### src/rtl/rfsh_pkg.sv
package rfsh_pkg;

    // Short interval used above the normal temperature range: half the
    // normal one, never below one cycle.
    function automatic int unsigned hot_len(input int unsigned norm_len);
        return (norm_len / 2 == 0) ? 1 : norm_len / 2;
    endfunction

    // Counter width able to hold values 0..n.
    function automatic int unsigned cnt_width(input int unsigned n);
        return (n < 2) ? 1 : $clog2(n + 1);
    endfunction

endpackage

### src/rtl/rfsh_interval_timer.sv
module rfsh_interval_timer
    import rfsh_pkg::*;
#(
    parameter int unsigned NORM_CYC = 6240
) (
    input  logic clk,
    input  logic rst_n,
    input  logic hot_i,
    input  logic hold_i,
    output logic tick_o
);
    localparam int unsigned HOT_CYC = hot_len(NORM_CYC);
    localparam int unsigned CW      = cnt_width(NORM_CYC);
    localparam logic [CW-1:0] LAST_NORM = CW'(NORM_CYC - 1);
    localparam logic [CW-1:0] LAST_HOT  = CW'(HOT_CYC - 1);

    typedef struct packed {
        logic [CW-1:0] cnt;
    } tmr_t;

    tmr_t tmr_d, tmr_q;
    logic [CW-1:0] last;

    always_comb begin
        tmr_d  = tmr_q;
        last   = hot_i ? LAST_HOT : LAST_NORM;
        tick_o = 1'b0;
        if (hold_i) begin
            tmr_d.cnt = '0;
        end else if (tmr_q.cnt >= last) begin
            // >= also catches a switch to the short interval late in a period
            tick_o    = 1'b1;
            tmr_d.cnt = '0;
        end else begin
            tmr_d.cnt = tmr_q.cnt + 1'b1;
        end
    end

    always_ff @(posedge clk or negedge rst_n) begin
        if (!rst_n) tmr_q <= '0;
        else        tmr_q <= tmr_d;
    end

endmodule

### src/rtl/rfsh_owed_tracker.sv
module rfsh_owed_tracker
    import rfsh_pkg::*;
#(
    parameter int unsigned MAX_OWED = 8
) (
    input  logic clk,
    input  logic rst_n,
    input  logic tick_i,
    input  logic grant_i,
    input  logic freeze_i,
    input  logic clear_i,
    output logic [cnt_width(MAX_OWED)-1:0] owed_o,
    output logic full_o
);
    localparam int unsigned OW = cnt_width(MAX_OWED);
    localparam logic [OW-1:0] CEIL = OW'(MAX_OWED);

    typedef struct packed {
        logic [OW-1:0] owed;
    } own_t;

    own_t own_d, own_q;
    logic dec, inc;

    always_comb begin
        own_d = own_q;
        dec   = grant_i && (own_q.owed != '0);
        // at the ceiling a new interval only counts if a grant frees a slot
        inc   = tick_i && ((own_q.owed != CEIL) || dec);
        if (clear_i) begin
            own_d.owed = '0;
        end else if (!freeze_i) begin
            if (inc && !dec)      own_d.owed = own_q.owed + 1'b1;
            else if (dec && !inc) own_d.owed = own_q.owed - 1'b1;
        end
    end

    always_ff @(posedge clk or negedge rst_n) begin
        if (!rst_n) own_q <= '0;
        else        own_q <= own_d;
    end

    assign owed_o = own_q.owed;
    assign full_o = (own_q.owed == CEIL);

endmodule

### src/rtl/rfsh_exit_timer.sv
module rfsh_exit_timer
    import rfsh_pkg::*;
#(
    parameter int unsigned EXIT_CYC = 216
) (
    input  logic clk,
    input  logic rst_n,
    input  logic start_i,
    output logic busy_o
);
    localparam int unsigned EW = cnt_width(EXIT_CYC);
    localparam logic [EW-1:0] LOAD = EW'(EXIT_CYC);

    typedef struct packed {
        logic [EW-1:0] left;
    } ext_t;

    ext_t ext_d, ext_q;

    always_comb begin
        ext_d = ext_q;
        if (start_i)               ext_d.left = LOAD;
        else if (ext_q.left != '0) ext_d.left = ext_q.left - 1'b1;
    end

    always_ff @(posedge clk or negedge rst_n) begin
        if (!rst_n) ext_q <= '0;
        else        ext_q <= ext_d;
    end

    assign busy_o = (ext_q.left != '0);

endmodule

### src/rtl/refresh_scheduler.sv
module refresh_scheduler
    import rfsh_pkg::*;
#(
    parameter int unsigned NORM_CYC = 6240,
    parameter int unsigned MAX_OWED = 8,
    parameter int unsigned EXIT_CYC = 216
) (
    input  logic clk,
    input  logic rst_n,
    input  logic hot_i,
    input  logic self_ref_i,
    input  logic grant_i,
    output logic ref_req_o,
    output logic ref_urgent_o,
    output logic [cnt_width(MAX_OWED)-1:0] owed_o,
    output logic exit_wait_o
);
    typedef struct packed {
        logic in_sr;
    } top_t;

    top_t top_d, top_q;
    logic tick, exit_pulse, full;
    logic [cnt_width(MAX_OWED)-1:0] owed;

    always_comb begin
        top_d       = top_q;
        top_d.in_sr = self_ref_i;
        exit_pulse  = top_q.in_sr && !self_ref_i;
    end

    always_ff @(posedge clk or negedge rst_n) begin
        if (!rst_n) top_q <= '0;
        else        top_q <= top_d;
    end

    rfsh_interval_timer #(.NORM_CYC(NORM_CYC)) i_timer (
        .clk    (clk),
        .rst_n  (rst_n),
        .hot_i  (hot_i),
        .hold_i (self_ref_i),
        .tick_o (tick)
    );

    rfsh_owed_tracker #(.MAX_OWED(MAX_OWED)) i_owed (
        .clk      (clk),
        .rst_n    (rst_n),
        .tick_i   (tick),
        .grant_i  (grant_i),
        .freeze_i (self_ref_i),
        .clear_i  (exit_pulse),
        .owed_o   (owed),
        .full_o   (full)
    );

    rfsh_exit_timer #(.EXIT_CYC(EXIT_CYC)) i_exit (
        .clk     (clk),
        .rst_n   (rst_n),
        .start_i (exit_pulse),
        .busy_o  (exit_wait_o)
    );

    assign owed_o       = owed;
    assign ref_req_o    = !self_ref_i && (owed != '0);
    assign ref_urgent_o = !self_ref_i && full;

endmodule

### config.mk
export PLATFORM = sky130hd
export DESIGN_NAME = refresh_scheduler
export DESIGN_NICKNAME = d
export VERILOG_FILES = /design/src/rtl/rfsh_pkg.sv /design/src/rtl/rfsh_interval_timer.sv /design/src/rtl/rfsh_owed_tracker.sv /design/src/rtl/rfsh_exit_timer.sv /design/src/rtl/refresh_scheduler.sv
export SDC_FILE = /design/constraint.sdc
export NUM_CORES = 1
export LEC_CHECK = 0
export BUFFER_PORTS_ARGS = -buffer_cell sky130_fd_sc_hd__buf_4
export CELL_PAD_IN_SITES_DETAIL_PLACEMENT = 0
export CELL_PAD_IN_SITES_GLOBAL_PLACEMENT = 1
export CORE_MARGIN = 8
export CORE_UTILIZATION = 48
export CTS_BUF_LIST = sky130_fd_sc_hd__clkbuf_2 sky130_fd_sc_hd__clkbuf_4 sky130_fd_sc_hd__clkbuf_8
export DETAILED_ROUTE_END_ITERATION = 16
export PLACE_DENSITY = 0.89
export SETUP_SLACK_MARGIN = 0.5
export SYNTH_ARGS = -nofsm -noshare
export SYNTH_HDL_FRONTEND = slang
export SYNTH_SLANG_ARGS = --single-unit
export TNS_END_PERCENT = 50
### constraint.sdc
create_clock -name clk -period 3.75 [get_ports clk]
set_input_delay 0.1875 -clock clk [delete_from_list [all_inputs] [get_ports clk]]
set_output_delay 0.1875 -clock clk [all_outputs]
set_load 0.05 [all_outputs]
==> impl_metrics.yaml, run 1 <==
synthesis:
  synthAdderAreaFrac_pct: 8.62
  ys_seq_elements: 26
  synth-compound-area-share_pct: 11.4
  synth_warnings: 0
  yosys-top-cells-area: "dfrtp_1 42%, xor2_1 8.0%, ha_1 7.3%, nor2_1 5.9%, nand2_1 3.7%"
  syn_inst: 161
  synth_top_family_by_area: "simple AND/OR/NAND/NOR gates"
  synth_cell_types: 36
  synth_nets: 176
  yosys.area_share.simple_pct: 22.4
  yosys.area.top_type_share_pct: 42.3
  synth-seq-area-share_pct: 42.3
  yosys.area.top_type: "dfrtp_1"
  synthXorXnorAreaFrac_pct: 10.8
  syn-cell-area_um2: 1540
  synthMuxAreaShare_pct: 1.30
  syn-mean-instance-area_um2: 9.56
global_route:
  grt_usage_pct: 12.1
  gr-total-overflow: 0
  grt_pass1_wl_mm: 5.27
  grt_max_degree: 27
  grt_pass1_vias: 1159
  antenna_found_initial: 0
clock_tree:
  cts.sinks: 26
  path_clk_slew_ns: 0.15
  cts-root-buf: "clkbuf_4"
  cts_tree: "yes"
  cts_inserted_buffers: 3
  h-tree-depth: 1
  clk_latency_ns: 0.33
  ctsResizeCount: 0
  clock_path_buffers: 2
worst_setup_path:
  critPathLaunchType: "flop"
  critical-path-slowest-cell: "dfrtp_1"
  path_cells: "ha_1 -> nand2_1 -> o31ai_2 -> a21oi_4 -> or3_4 -> ha_1 -> a21o_1 -> a21oi_1 -> or3_1 -> a2111oi_2 -> a211o_1"
  endpoint_kind: "flop"
  arrival_ns: 3.30
  worstSetupPathType: "flop to flop"
  worstPathMaxFanout: 4
  cp_data_required_time_ns: 4.03
  slowest_delay_ns: 0.43
  cp_common_cell: "ha_1"
finish:
  fin_nets: 191
  syn2layout_area_growth_pct: 12.8
  drive_gt1_share_pct: 12.6
  final_common_cell: "dfrtp_1"
  final_cell_mix: "26 x dfrtp_1, 24 x nor2_1, 15 x nand2_1"
  fin_cells: 219
  multi_input_area_um2: 840
  seqCellArea_um2: 651
  antennaDiodeCount: 0
  fill_cells: 293
floorplan:
  fp.dieW_um: 72.6
  io_pins: 12
  num_rows: 20
  die_area_um2: 5270
  core_area_um2: 3050
  die-height_um: 72.6
  floorplan.initialDensity_pct: 50.4
pwr:
  total_power_mw: 0.937
  power.density_nw_per_um2: 540
  leakagePower_nw: 0.800
  ir_drop_mv: 0.423
route:
  via_per_inst: 5.28
  routedWlPerCell_um: 13.7
  antenna_left: 0
  vias: 1156
  first_pass_iters: 4
  drt_iter0_drc: 31
  wirelength_mm: 2.99
  drc: 0
sta:
  timing.setup.tns_ns: 0
  fin_skew_ns: 0.00929
  fin_crit_ns: 3.02
  slew_viol_final: 0
  setup_viol: 0
  tightest_slew_ns: 0.709
  fmax_ghz: 0.332
  slew-limit-headroom_pct: 52.1
  grt_setup_unrepaired: "no"
  hold_violations: 0
  timing.hold.ws_ns: 0.0583
  finalCritPeriodShare_pct: 80.4
placed_design:
  port_buffers: 11
  place.gp.congestion: 0.840
  placedCellCount: 213
  dp_hpwl_mm: 2.17
flow_run:
  max_cap_viol_count: 0
hold_path:
  hp-class: "input pin to flop"
status:
  status: "finished clean"
## synth_stat cells (all sizes together)
library cell and number:
dfrtp 26, nor2 24, nand2 15, xor2 14, inv 10, ha 9
nand3 8, a21oi 6, xnor2 5, and3 4, nor3 4, a2111oi 3
a211oi 3, clkbuf 3, nand2b 3, nor2b 3, mux2i 2, nor4 2
o22ai 2, or3 2, a211o 1, a21o 1, a22o 1, a31oi 1
and4 1, fa 1, nand3b 1, nand4b 1, nor3b 1, nor4b 1
o21bai 1, o311ai 1, o31ai 1
## path summary, 6_finish.rpt
| check | start | to | slack [ns] | cells after the start |
|---|---|---|---|---|
| setup / recovery | i_timer.tmr_q[6] | i_owed.owed_o[3] | 0.73 | 11 |
| hold / removal | self_ref_i | top_q | 0.06 | 1 |
| setup reg to reg | i_timer.tmr_q[6] | i_owed.owed_o[3] | 0.73 | 11 |
| hold reg to reg | i_timer.tmr_q[0] | i_timer.tmr_q[0] | 0.52 | 1 |
| max in group asynchronous | rst_n | i_timer.tmr_q[6] | 3.22 | 2 |
| min in group asynchronous | rst_n | i_exit.ext_q[6] | 0.28 | 2 |
## per-layer routing
layer,global-route usage (%),routed length (um),vias up
met4,2.67,29,0
met1,16.6,1520,552
met3,2.47,84,4
met2,19.1,1360,15
li1,-,-,585
met5,0,0,-
## metrics by stage
step	util [%]	instance area [um^2]	worst slack, ns
finish	56.8	1740	0.733
global route	56.8	1740	0.586
CTS	56.6	1730	0.626
detailed placement	54.5	1670	0.689
global placement	54.5	1670	0.803
floorplan	-	1540	0.874
## power by group
| group | switching [mW] | internal [mW] |
|---|---|---|
| Combinational | 0.225 | 0.137 |
| Sequential | 0.0566 | 0.324 |
| Clock | 0.0866 | 0.108 |
| Total | 0.368 | 0.569 |
## timing repair
action,4_1_cts,5_1_grt
endpoints found under the setup margin,0,1
hold buffers,1,0
hold endpoints to repair,26,0
setup buffers,0,1
## worst max-delay path, delay by kind of cell, from the launching register on
kind	cells	cell delay [ns]
compound gates	6	1.13
fa+ha+maj	2	0.61
flops	1	0.43
simple gates	3	0.79
## cell families after synthesis
logic type	after synthesis
multiplexers	2
AO/OA/AOI/OAI	21
flip-flops	26
AND/OR/NAND/NOR	70
adder cells (fa/ha/maj)	10
buffers and inverters	13
XOR/XNOR	19
## registers in the layout (all words and copies together) (netlist names)
register / count
i_exit.ext_q: 8
i_owed.owed_o: 4
i_timer.tmr_q: 13
top_q: 1
## layout make-up
class / instances / share of cell area [%]
clock buffer: 3 / 1.30
tap: 44 / 3.17
timing repair buffer: 13 / 5.77
clock inverter: 1 / 1.73
multi-input combinational: 122 / 48.4
sequential: 26 / 37.5
inverter: 10 / 2.16
Power figures use the tool's default switching activity.
==> run 2, diff against run 1 <==
--- a/config.mk
+++ b/config.mk
@@ -9,10 +9,10 @@
 export CELL_PAD_IN_SITES_DETAIL_PLACEMENT = 0
 export CELL_PAD_IN_SITES_GLOBAL_PLACEMENT = 1
 export CORE_MARGIN = 8
-export CORE_UTILIZATION = 48
+export CORE_UTILIZATION = 43
 export CTS_BUF_LIST = sky130_fd_sc_hd__clkbuf_2 sky130_fd_sc_hd__clkbuf_4 sky130_fd_sc_hd__clkbuf_8
 export DETAILED_ROUTE_END_ITERATION = 16
-export PLACE_DENSITY = 0.89
+export PLACE_DENSITY = 0.85
 export SETUP_SLACK_MARGIN = 0.5
 export SYNTH_ARGS = -nofsm -noshare
 export SYNTH_HDL_FRONTEND = slang
==> constraint.sdc (replaced) <==
create_clock -name clk -period 2.7 [get_ports clk]
set_input_delay 0.135 -clock clk [delete_from_list [all_inputs] [get_ports clk]]
set_output_delay 0.135 -clock clk [all_outputs]
set_load 0.05 [all_outputs]
==> impl_metrics.yaml, run 2 (synthesis gave the netlist of run 1 again) <==
finish:
  largest_register_ffs: 13
  final_cell_mix: "26 x dfrtp_1, 26 x buf_4, 24 x nor2_1"
  antennaDiodeCount: 0
  fin_nets: 210
  syn2layout_area_growth_pct: 28.4
  largest-register: "i_timer.tmr_q"
  design_area_um2: 1980
  fin_cells: 239
  drive_gt1_share_pct: 26.4
placed_design:
  dp_hpwl_mm: 2.53
  placedCellCount: 230
  dpl_worst_slack_ns: -0.125
  place.gp.congestion: 0.769
  port_buffers: 11
  dpl_cell_area_um2: 1820
worst_setup_path:
  endpoint_kind: "flop"
  worstSetupPathType: "flop to flop"
  critPathLaunchType: "flop"
  ff2ff_path_depth: 11
  r2r_start: "i_timer.tmr_q[4]"
  arrival_ns: 3.13
  cp_data_required_time_ns: 2.97
  worstPathMaxFanout: 3
  worstReg2RegEnd: "i_owed.owed_o[3]"
  r2r_slack_ns: -0.16
sta:
  fmax_ghz: 0.349
  grt_setup_unrepaired: "yes"
  slew-limit-headroom_pct: 63.7
  finalCritPeriodShare_pct: 106
  timing.setup.tns_ns: -0.269
  fin_crit_ns: 2.86
  fin_skew_ns: 0.0102
  tightest_slew_ns: 0.540
  slew_viol_final: 0
  hold_violations: 0
  setup_ws_ns: -0.163
  setup_viol: 3
pwr:
  leakagePower_nw: 0.893
  total_power_mw: 1.32
  ir_drop_mv: 0.532
  power.density_nw_per_um2: 669
hold_path:
  hp-class: "input pin to flop"
  hold-path-cell-count: 1
  holdCritStartpoint: "self_ref_i"
  hold_end: "top_q"
route:
  drc: 0
  first_pass_iters: 4
  vias: 1240
  via_per_inst: 5.19
  antenna_left: 0
  wirelength_mm: 3.44
  drt_iter0_drc: 51
  routedWlPerCell_um: 14.4
floorplan:
  die-height_um: 75.8
  floorplan.initialDensity_pct: 45.4
  io_pins: 12
  core_area_um2: 3390
  die_area_um2: 5750
  fp.dieW_um: 75.8
  num_rows: 21
global_route:
  grt_pass1_wl_mm: 6.00
  antenna_found_initial: 0
  grt_max_degree: 27
  grt_usage_pct: 13.5
  grt_pass1_vias: 1320
  gr-total-overflow: 0
clock_tree:
  clock_path_buffers: 2
  path_clk_slew_ns: 0.14
  cts-root-buf: "clkbuf_4"
  cts_inserted_buffers: 3
  cts.sinks: 26
  clk_latency_ns: 0.32
  h-tree-depth: 1
  cts_tree: "yes"
status:
  failed_checks: "setup timing"
  status: "finished with violations"
flow_run:
  max_cap_viol_count: 0
run 2: worst max-delay path, stage by stage, from the launching register on:
cell	delay (ns)
dfrtp_1	0.44
ha_4	0.29
a31oi_4	0.10
o31ai_4	0.29
a21oi_4	0.09
or3_4	0.35
ha_1	0.29
a21o_1	0.12
a21oi_2	0.07
or3_1	0.36
a2111oi_4	0.30
a211o_1	0.13
run 2: stage by stage:
stage                     hold slack (ns)  utilization [%]
after floorplan                    -0.161                -
after global placement             0.0630             53.7
after detailed placement           0.0610             53.7
after CTS                          0.0191             57.6
after global routing               0.0235             58.3
final                              0.0395             58.3
run 2: timing repair:
| action | in CTS | in global routing |
|---|---|---|
| hold buffers | 1 | 0 |
| gates resized for setup | 13 | 3 |
| hold endpoints to repair | 26 | 0 |
| endpoints found under the setup margin | 17 | 6 |
| buffers inserted | 5 | 0 |
| pin swaps | 9 | 2 |
run 2: layout make-up:
class	instances	area, um^2
multi-input cells	122	946
repair buffers	32	262
flip-flops and latches	26	651
inverters	10	37.5
clock buffers	3	22.5
well taps	46	57.6
fillers	294	1410
run 2: worst max-delay path by stage:
stage,cells after the start,slack (ns),end,from
after floorplan,11,-0.15,i_owed.owed_o[3],i_timer.tmr_q[6]
after global placement,11,-0.07,i_owed.owed_o[3],i_timer.tmr_q[6]
after detailed placement,11,-0.12,i_owed.owed_o[3],i_timer.tmr_q[5]
after CTS,11,-0.12,i_owed.owed_o[3],i_timer.tmr_q[4]
after global routing,11,-0.29,i_owed.owed_o[3],i_timer.tmr_q[4]
final,11,-0.16,i_owed.owed_o[3],i_timer.tmr_q[4]
run 2: routing by layer:
| metal | routed length [um] | global-route usage (%) | up-vias |
|---|---|---|---|
| met4 | 20 | 3.20 | 0 |
| li1 | - | - | 623 |
| met1 | 1500 | 16.3 | 602 |
| met5 | 0 | 0 | - |
| met3 | 78 | 2.37 | 2 |
| met2 | 1840 | 24.0 | 13 |
run 2: power by group:
group | switching [mW] | leakage, nW | internal [mW]
combinational | 0.362 | 0.546 | 0.268
clock | 0.111 | 0.0138 | 0.0522
sequential | 0.0791 | 0.333 | 0.450
